**config.mk**
```make
export PLATFORM = sky130hd
export DESIGN_NAME = fc_freq_meter
export DESIGN_NICKNAME = d
export VERILOG_FILES = /design/src/rtl/fc_pkg.sv /design/src/rtl/fc_edge_sync.sv /design/src/rtl/fc_refdiv.sv /design/src/rtl/fc_bcd_cnt.sv /design/src/rtl/fc_seq.sv /design/src/rtl/fc_freq_meter.sv
export SDC_FILE = /design/constraint.sdc
export NUM_CORES = 1
export LEC_CHECK = 0
export BUFFER_PORTS_ARGS = -buffer_cell sky130_fd_sc_hd__buf_2
export CAP_MARGIN = 20
export CELL_PAD_IN_SITES_DETAIL_PLACEMENT = 1
export CELL_PAD_IN_SITES_GLOBAL_PLACEMENT = 1
export CORE_AREA = 10 10 78 147
export DETAILED_ROUTE_END_ITERATION = 8
export DIE_AREA = 0 0 88 157
export PLACE_DENSITY = 0.61
export SYNTH_ARGS = -nofsm -noshare
export SYNTH_HDL_FRONTEND = slang
export SYNTH_SLANG_ARGS = --single-unit
```
**constraint.sdc**
```tcl
create_clock -name clk_ref -period 3.28 [get_ports clk_ref]
set_input_delay 0.492 -clock clk_ref [delete_from_list [all_inputs] [get_ports clk_ref]]
set_output_delay 0.492 -clock clk_ref [all_outputs]
set_load 0.02 [all_outputs]
```
**src/rtl/fc_pkg.sv**
```systemverilog
package fc_pkg;

  typedef enum logic [1:0] {
    ST_RUN   = 2'd0,
    ST_LATCH = 2'd1,
    ST_WAIT  = 2'd2,
    ST_CLEAR = 2'd3
  } fc_state_e;

  localparam int unsigned BCD_W = 4;
  localparam logic [BCD_W-1:0] BCD_MAX = 4'd9;

endpackage

```
**src/rtl/fc_edge_sync.sv**
```systemverilog
module fc_edge_sync #(
  parameter int SYNC_STAGES = 2
) (
  input  logic clk,
  input  logic rst,
  input  logic sig_i,
  output logic rise_o
);
  // sh[SYNC_STAGES-1] is the last synchronizer flop, sh[SYNC_STAGES] its delayed copy
  logic [SYNC_STAGES:0] sh_q;

  always_ff @(posedge clk) begin
    if (rst) sh_q <= '0;
    else     sh_q <= {sh_q[SYNC_STAGES-1:0], sig_i};
  end

  assign rise_o = sh_q[SYNC_STAGES-1] & ~sh_q[SYNC_STAGES];
endmodule

```
**src/rtl/fc_refdiv.sv**
```systemverilog
module fc_refdiv #(
  parameter  int BASE_DIV = 10000,
  parameter  int N_TAPS   = 3,
  localparam int PRE_W    = (BASE_DIV > 1) ? $clog2(BASE_DIV) : 1
) (
  input  logic              clk,
  input  logic              rst,
  output logic [N_TAPS-1:0] tap_o
);
  import fc_pkg::*;

  logic [PRE_W-1:0] pre_q;
  logic             pre_wrap;
  logic             carry [N_TAPS];

  assign pre_wrap = (pre_q == PRE_W'(BASE_DIV - 1));

  always_ff @(posedge clk) begin
    if (rst || pre_wrap) pre_q <= '0;
    else                 pre_q <= pre_q + 1'b1;
  end

  assign carry[0] = pre_wrap;

  // synchronous decade cascade: stage k advances on the carry of stage k-1
  for (genvar k = 0; k < N_TAPS - 1; k++) begin : g_dec
    logic [BCD_W-1:0] dec_q;
    always_ff @(posedge clk) begin
      if (rst)           dec_q <= '0;
      else if (carry[k]) dec_q <= (dec_q == BCD_MAX) ? '0 : dec_q + 1'b1;
    end
    assign carry[k+1] = carry[k] & (dec_q == BCD_MAX);
  end

  for (genvar k = 0; k < N_TAPS; k++) begin : g_tap
    assign tap_o[k] = carry[k];
  end
endmodule

```
**src/rtl/fc_bcd_cnt.sv**
```systemverilog
module fc_bcd_cnt #(
  parameter  int N_DIGITS = 4,
  localparam int DW       = 4 * N_DIGITS
) (
  input  logic          clk,
  input  logic          rst,
  input  logic          clr_i,
  input  logic          inc_i,
  output logic [DW-1:0] cnt_o,
  output logic          ovf_o
);
  import fc_pkg::*;

  logic [N_DIGITS-1:0] at_max;
  logic                en [N_DIGITS+1];
  logic                full;

  assign full  = &at_max;
  assign en[0] = inc_i & ~full;

  for (genvar d = 0; d < N_DIGITS; d++) begin : g_dig
    logic [BCD_W-1:0] dig_q;
    assign at_max[d] = (dig_q == BCD_MAX);
    assign en[d+1]   = en[d] & at_max[d];
    assign cnt_o[4*d +: 4] = dig_q;
    always_ff @(posedge clk) begin
      if (rst || clr_i) dig_q <= '0;
      else if (en[d])   dig_q <= at_max[d] ? '0 : dig_q + 1'b1;
    end
  end

  always_ff @(posedge clk) begin
    if (rst || clr_i)       ovf_o <= 1'b0;
    else if (inc_i && full) ovf_o <= 1'b1;
  end
endmodule

```
**src/rtl/fc_seq.sv**
```systemverilog
module fc_seq #(
  parameter  int N_TAPS   = 3,
  parameter  int WAIT_CYC = 3,
  parameter  int CLR_CYC  = 1,
  localparam int SEL_W    = (N_TAPS > 1) ? $clog2(N_TAPS) : 1,
  localparam int WAIT_W   = $clog2(WAIT_CYC + 1),
  localparam int CLR_W    = $clog2(CLR_CYC + 1)
) (
  input  logic              clk,
  input  logic              rst,
  input  logic [N_TAPS-1:0] tap_i,
  input  logic [SEL_W-1:0]  sel_i,
  output logic              gate_o,
  output logic [SEL_W-1:0]  msel_o,
  output logic              latch_o,
  output logic              clr_o,
  output logic              done_o
);
  import fc_pkg::*;

  fc_state_e        state_q;
  logic             tick_q;
  logic             gate_q;
  logic [SEL_W-1:0] msel_q;
  logic [SEL_W-1:0] sel_live;
  logic [SEL_W-1:0] tap_idx;
  logic             close_evt;
  logic [WAIT_W-1:0] wcnt_q;
  logic [CLR_W-1:0]  ccnt_q;

  // codes beyond the last tap fall back to the slowest tap
  assign sel_live  = (int'(sel_i) >= N_TAPS) ? SEL_W'(N_TAPS - 1) : sel_i;
  assign tap_idx   = gate_q ? msel_q : sel_live;
  assign close_evt = tick_q & gate_q;

  always_ff @(posedge clk) begin
    if (rst) begin
      tick_q <= 1'b0;
      gate_q <= 1'b0;
      msel_q <= '0;
    end else begin
      tick_q <= tap_i[tap_idx];
      if (tick_q) begin
        gate_q <= ~gate_q;
        if (!gate_q) msel_q <= sel_live;
      end
    end
  end

  always_ff @(posedge clk) begin
    if (rst) begin
      state_q <= ST_RUN;
      wcnt_q  <= '0;
      ccnt_q  <= '0;
      done_o  <= 1'b0;
    end else begin
      done_o <= 1'b0;
      unique case (state_q)
        ST_RUN:   if (close_evt) state_q <= ST_LATCH;
        ST_LATCH: begin
          state_q <= ST_WAIT;
          wcnt_q  <= '0;
        end
        ST_WAIT: begin
          wcnt_q <= wcnt_q + 1'b1;
          if (wcnt_q == WAIT_W'(WAIT_CYC - 1)) begin
            state_q <= ST_CLEAR;
            ccnt_q  <= '0;
          end
        end
        ST_CLEAR: begin
          ccnt_q <= ccnt_q + 1'b1;
          if (ccnt_q == CLR_W'(CLR_CYC - 1)) begin
            state_q <= ST_RUN;
            done_o  <= 1'b1;
          end
        end
        default: state_q <= ST_RUN;
      endcase
    end
  end

  assign gate_o  = gate_q;
  assign msel_o  = msel_q;
  assign latch_o = (state_q == ST_LATCH);
  assign clr_o   = (state_q == ST_CLEAR);
endmodule

```
**src/rtl/fc_freq_meter.sv**
```systemverilog
module fc_freq_meter #(
  parameter  int BASE_DIV    = 10000,
  parameter  int N_TAPS      = 3,
  parameter  int N_DIGITS    = 4,
  parameter  int WAIT_CYC    = 3,
  parameter  int CLR_CYC     = 1,
  parameter  int SYNC_STAGES = 2,
  localparam int SEL_W       = (N_TAPS > 1) ? $clog2(N_TAPS) : 1,
  localparam int DW          = 4 * N_DIGITS
) (
  input  logic             clk_ref,
  input  logic             rst,
  input  logic             sig_in,
  input  logic [SEL_W-1:0] gate_sel,
  output logic [DW-1:0]    bcd_o,
  output logic [SEL_W-1:0] dp_pos_o,
  output logic             ovf_o,
  output logic             done_o
);
  logic [N_TAPS-1:0] taps;
  logic              rise;
  logic              gate;
  logic [SEL_W-1:0]  msel;
  logic              latch;
  logic              clr;
  logic              inc;
  logic [DW-1:0]     cnt_val;
  logic              cnt_ovf;

  fc_edge_sync #(.SYNC_STAGES(SYNC_STAGES)) u_sync (
    .clk(clk_ref), .rst(rst), .sig_i(sig_in), .rise_o(rise)
  );

  fc_refdiv #(.BASE_DIV(BASE_DIV), .N_TAPS(N_TAPS)) u_div (
    .clk(clk_ref), .rst(rst), .tap_o(taps)
  );

  fc_seq #(.N_TAPS(N_TAPS), .WAIT_CYC(WAIT_CYC), .CLR_CYC(CLR_CYC)) u_seq (
    .clk(clk_ref), .rst(rst), .tap_i(taps), .sel_i(gate_sel),
    .gate_o(gate), .msel_o(msel), .latch_o(latch), .clr_o(clr), .done_o(done_o)
  );

  assign inc = rise & gate;

  fc_bcd_cnt #(.N_DIGITS(N_DIGITS)) u_cnt (
    .clk(clk_ref), .rst(rst), .clr_i(clr), .inc_i(inc),
    .cnt_o(cnt_val), .ovf_o(cnt_ovf)
  );

  always_ff @(posedge clk_ref) begin
    if (rst) begin
      bcd_o    <= '0;
      dp_pos_o <= '0;
      ovf_o    <= 1'b0;
    end else if (latch) begin
      bcd_o    <= cnt_val;
      dp_pos_o <= msel;
      ovf_o    <= cnt_ovf;
    end
  end
endmodule

```
==> flow_summary.json <==
{
  "status": "completed",
  "io_pins": 25,
  "synth_xor_area_share_pct": 4.79,
  "worstMarginPinSlew_ns": 0.950,
  "worst_ep_required_time_ns": 3.53,
  "critical_path.n_buffers_inverters": 0,
  "hold_ws_ns": 0.401,
  "grt_use_total_pct": 11.1,
  "yosysSeqAreaShare_pct": 45.7,
  "routed_via_density": 5.29,
  "clock_sinks": 71,
  "clock-root-buffer": "clkbuf_16",
  "fin_skew_ns": 0.00941,
  "hold_viol": 0,
  "relSlewSlack_pct": 36.2,
  "hp-start": "sig_in",
  "busiest_layer": "met2",
  "grt_max_degree": 25,
  "core-area_um2": 9200,
  "gr-usage-met2_pct": 17.5,
  "r2r_cells": 4,
  "layout-drive-gt1-share_pct": 13.0,
  "rsz0062_at_grt": "false",
  "syn_inst": 349,
  "async_flop_share_pct": 0,
  "grt_overflow": 0,
  "r2r-start": "u_div.pre_q[5]",
  "tns_ns": 0,
  "setup_violations": 0,
  "grt_pass1_wl_mm": 12.2,
  "met1_usage_pct": 12.6,
  "die_area_um2": 13800,
  "slew_violations": 0,
  "crit_family": "simple AND/OR/NAND/NOR gates",
  "hold_path_depth": 2,
  "worstPathCellList": "or4b_4, or4_1, or4_1, a31oi_1",
  "cts_setup_buffers": 0,
  "dp_hpwl_mm": 5.21,
  "clk_latency_ns": 0.34,
  "critPathSlowestCell": "or4_1",
  "holdPathEnd": "u_sync.sh_q[0]",
  "synth_compound_area_share_pct": 8.90,
  "period_share_pct": 73.2,
  "worstSetupStartpointType": "flip-flop",
  "portBuffers": 24,
  "cts_tree": "done",
  "firstDrtPassIters": 3,
  "gp_congestion": 0.756,
  "max_stage_delay_ns": 0.68,
  "final.setup.worst_slack_ns": 0.880,
  "post-route-min-period_ns": 2.40,
  "antenna_found_initial": 0,
  "rows": 50,
  "synth.mux.area_fraction_pct": 8.74,
  "chipHeight_um": 157,
  "ys_warn_count": 0,
  "numCtsBuffers": 9,
  "synth_cell_types": 43,
  "grt_use_met3_pct": 4.55,
  "clock_path_buffers": 2,
  "synth_top_family_by_area": "simple AND/OR/NAND/NOR gates",
  "cpMostUsedCell": "or4_1",
  "synthAdderAreaFrac_pct": 2.42,
  "clk_pin_slew_worst_paths_ns": 0.05,
  "holdCritPathClass": "input port to flip-flop",
  "drt-total-wl_mm": 7.27,
  "reg2reg_to": "u_div.g_dec[1].dec_q[3]",
  "die_width_um": 88,
  "worstPathMaxFanout": 9,
  "grt_pass1_vias": 2547,
  "peakVddDrop_mv": 0.317,
  "netlist_area_um2": 3110,
  "synth_edf_count": 0,
  "drtAntennaViolNets": 0,
  "drc": 0,
  "rrSetupSlack_ns": 0.88,
  "synthSimpleGateAreaFrac_pct": 25.6,
  "crit_type": "flip-flop to flip-flop",
  "preCtsSetupSlack_ns": 0.888,
  "drv_cap": 0,
  "nets": 382,
  "cts-hold-fix-buffers": 0,
  "via_count": 2541,
  "cts_resized": 0,
  "area_growth_pct": 17.2,
  "diodes": 0,
  "p_leak_nw": 1.30,
  "fmax_ghz": 0.417,
  "totalPowerFinal_mw": 2.12,
  "ys_ff_latch": 71,
  "ys.flop_type": "dfxtp_1",
  "initial_core_util_pct": 33.8,
  "cp_data_arrival_time_ns": 2.65,
  "end_kind": "flip-flop",
  "powerDensity_nw_per_um2": 581,
  "wl_per_cell_um": 15.1,
  "drtIter0Drc": 72,
  "cts_max_level": 3,
  "syn_avg_cell_area_um2": 8.91,
  "syn-num-nets": 360
}
## flip-flops by register name, indices dropped and copies added (netlist names), 2 cells and up
name	cells
u_seq.msel_o	2
bcd_o	16
u_sync.sh_q	3
u_seq.wcnt_q	2
u_div.pre_q	14
u_seq.state_q	2
u_div.g_dec.dec_q	8
u_cnt.g_dig.dig_q	16
dp_pos_o	2
## per-layer routing
layer	vias to the layer above	part of all wire [%]
met5	-	0
met4	0	2.1
met3	13	5.3
met1	1226	45
met2	35	48
li1	1267	-
## cell type report
cell class / instances / area (um^2)
Timing Repair Buffer: 27 / 143
Fill cell: 1069 / 5550
Clock buffer: 11 / 243
Tap cell: 104 / 130
Clock inverter: 5 / 81.3
Inverter: 15 / 56.3
Multi-Input combinational cell: 247 / 1570
Sequential cell: 71 / 1420
## Yosys cell counts (all sizes together), types with 3 or more instances
cell type	n	area (um^2)
a211oi	3	22.5
a21oi	19	95.1
buf	4	17.5
clkbuf	12	45.0
dfxtp	71	1420
ha	6	75.1
inv	15	56.3
mux2i	26	260
nand2	13	48.8
nand3	9	45.0
nand4	8	50.1
nand4b	3	26.3
nor2	62	233
nor2b	14	87.6
nor3	9	45.0
nor3b	3	22.5
nor4	5	31.3
o21ai	9	45.0
o31ai	7	52.6
or4	8	60.1
xnor2	11	96.3
xor2	6	52.6
## through the flow
stage | instances | instance area, um^2 | util [%]
2_1_floorplan | 349 | 3110 | -
3_3_place_gp | 464 | 3320 | 36.1
3_5_place_dp | 464 | 3320 | 36.1
4_1_cts | 480 | 3640 | 39.6
5_1_grt | 480 | 3640 | 39.6
6_report | 480 | 3640 | 39.6
## cells by family after synthesis
family	count (synthesis)
adders and majority gates	6
AOI/OAI and AO/OA	46
and+or+nand+nor	151
buffers and inverters	31
DFF	71
xor gates and xnor gates	17
muxes	27
## how the worst max path moves through the flow
stage                   startpoint                      end  slack [ns]  cells past startpoint
floorplan           u_div.pre_q[5]  u_div.g_dec[1].dec_q[3]        1.05                      5
global placement    u_div.pre_q[5]  u_div.g_dec[1].dec_q[3]        0.96                      4
detailed placement  u_div.pre_q[5]  u_div.g_dec[1].dec_q[3]        0.89                      4
CTS                 u_div.pre_q[5]  u_div.g_dec[1].dec_q[3]        0.88                      4
global route        u_div.pre_q[0]  u_div.g_dec[1].dec_q[2]        0.71                      5
finish              u_div.pre_q[5]  u_div.g_dec[1].dec_q[3]        0.88                      4
## power by group
part	total, mW	switching, mW	internal (mW)	leakage (nW)
Clock	1.05	0.361	0.686	0.156
Sequential	0.886	0.0118	0.874	0.573
Combinational	0.183	0.108	0.0753	0.573
Total	2.12	0.481	1.64	1.30
## worst reg2reg max path, delay by kind of cell (launching register included)
family | cells | cell delay (ns)
and+or+nand+nor | 3 | 1.79
DFF | 1 | 0.36
AOI/OAI and AO/OA | 1 | 0.18
## cell usage in the layout, fill, tap and decap left out, drive strengths merged, types with 2 or more instances in the layout
cell,n
nand4b,3
bufinv,2
nand4bb,2
mux2i,26
ha,6
o31ai,7
nor3b,3
nand4,8
clkbuf,11
nor2,62
clkinv,2
or4b,2
or3b,2
nor2b,14
buf,27
and4,2
nor3,9
or3,2
dfxtp,71
nor4,5
or4,8
o21ai,9
a211oi,3
a31oi,2
inv,15
nand3,9
xor2,6
nand2,13
a21oi,19
or2,2
xnor2,11
No activity file was read; power rests on OpenSTA's default activity.
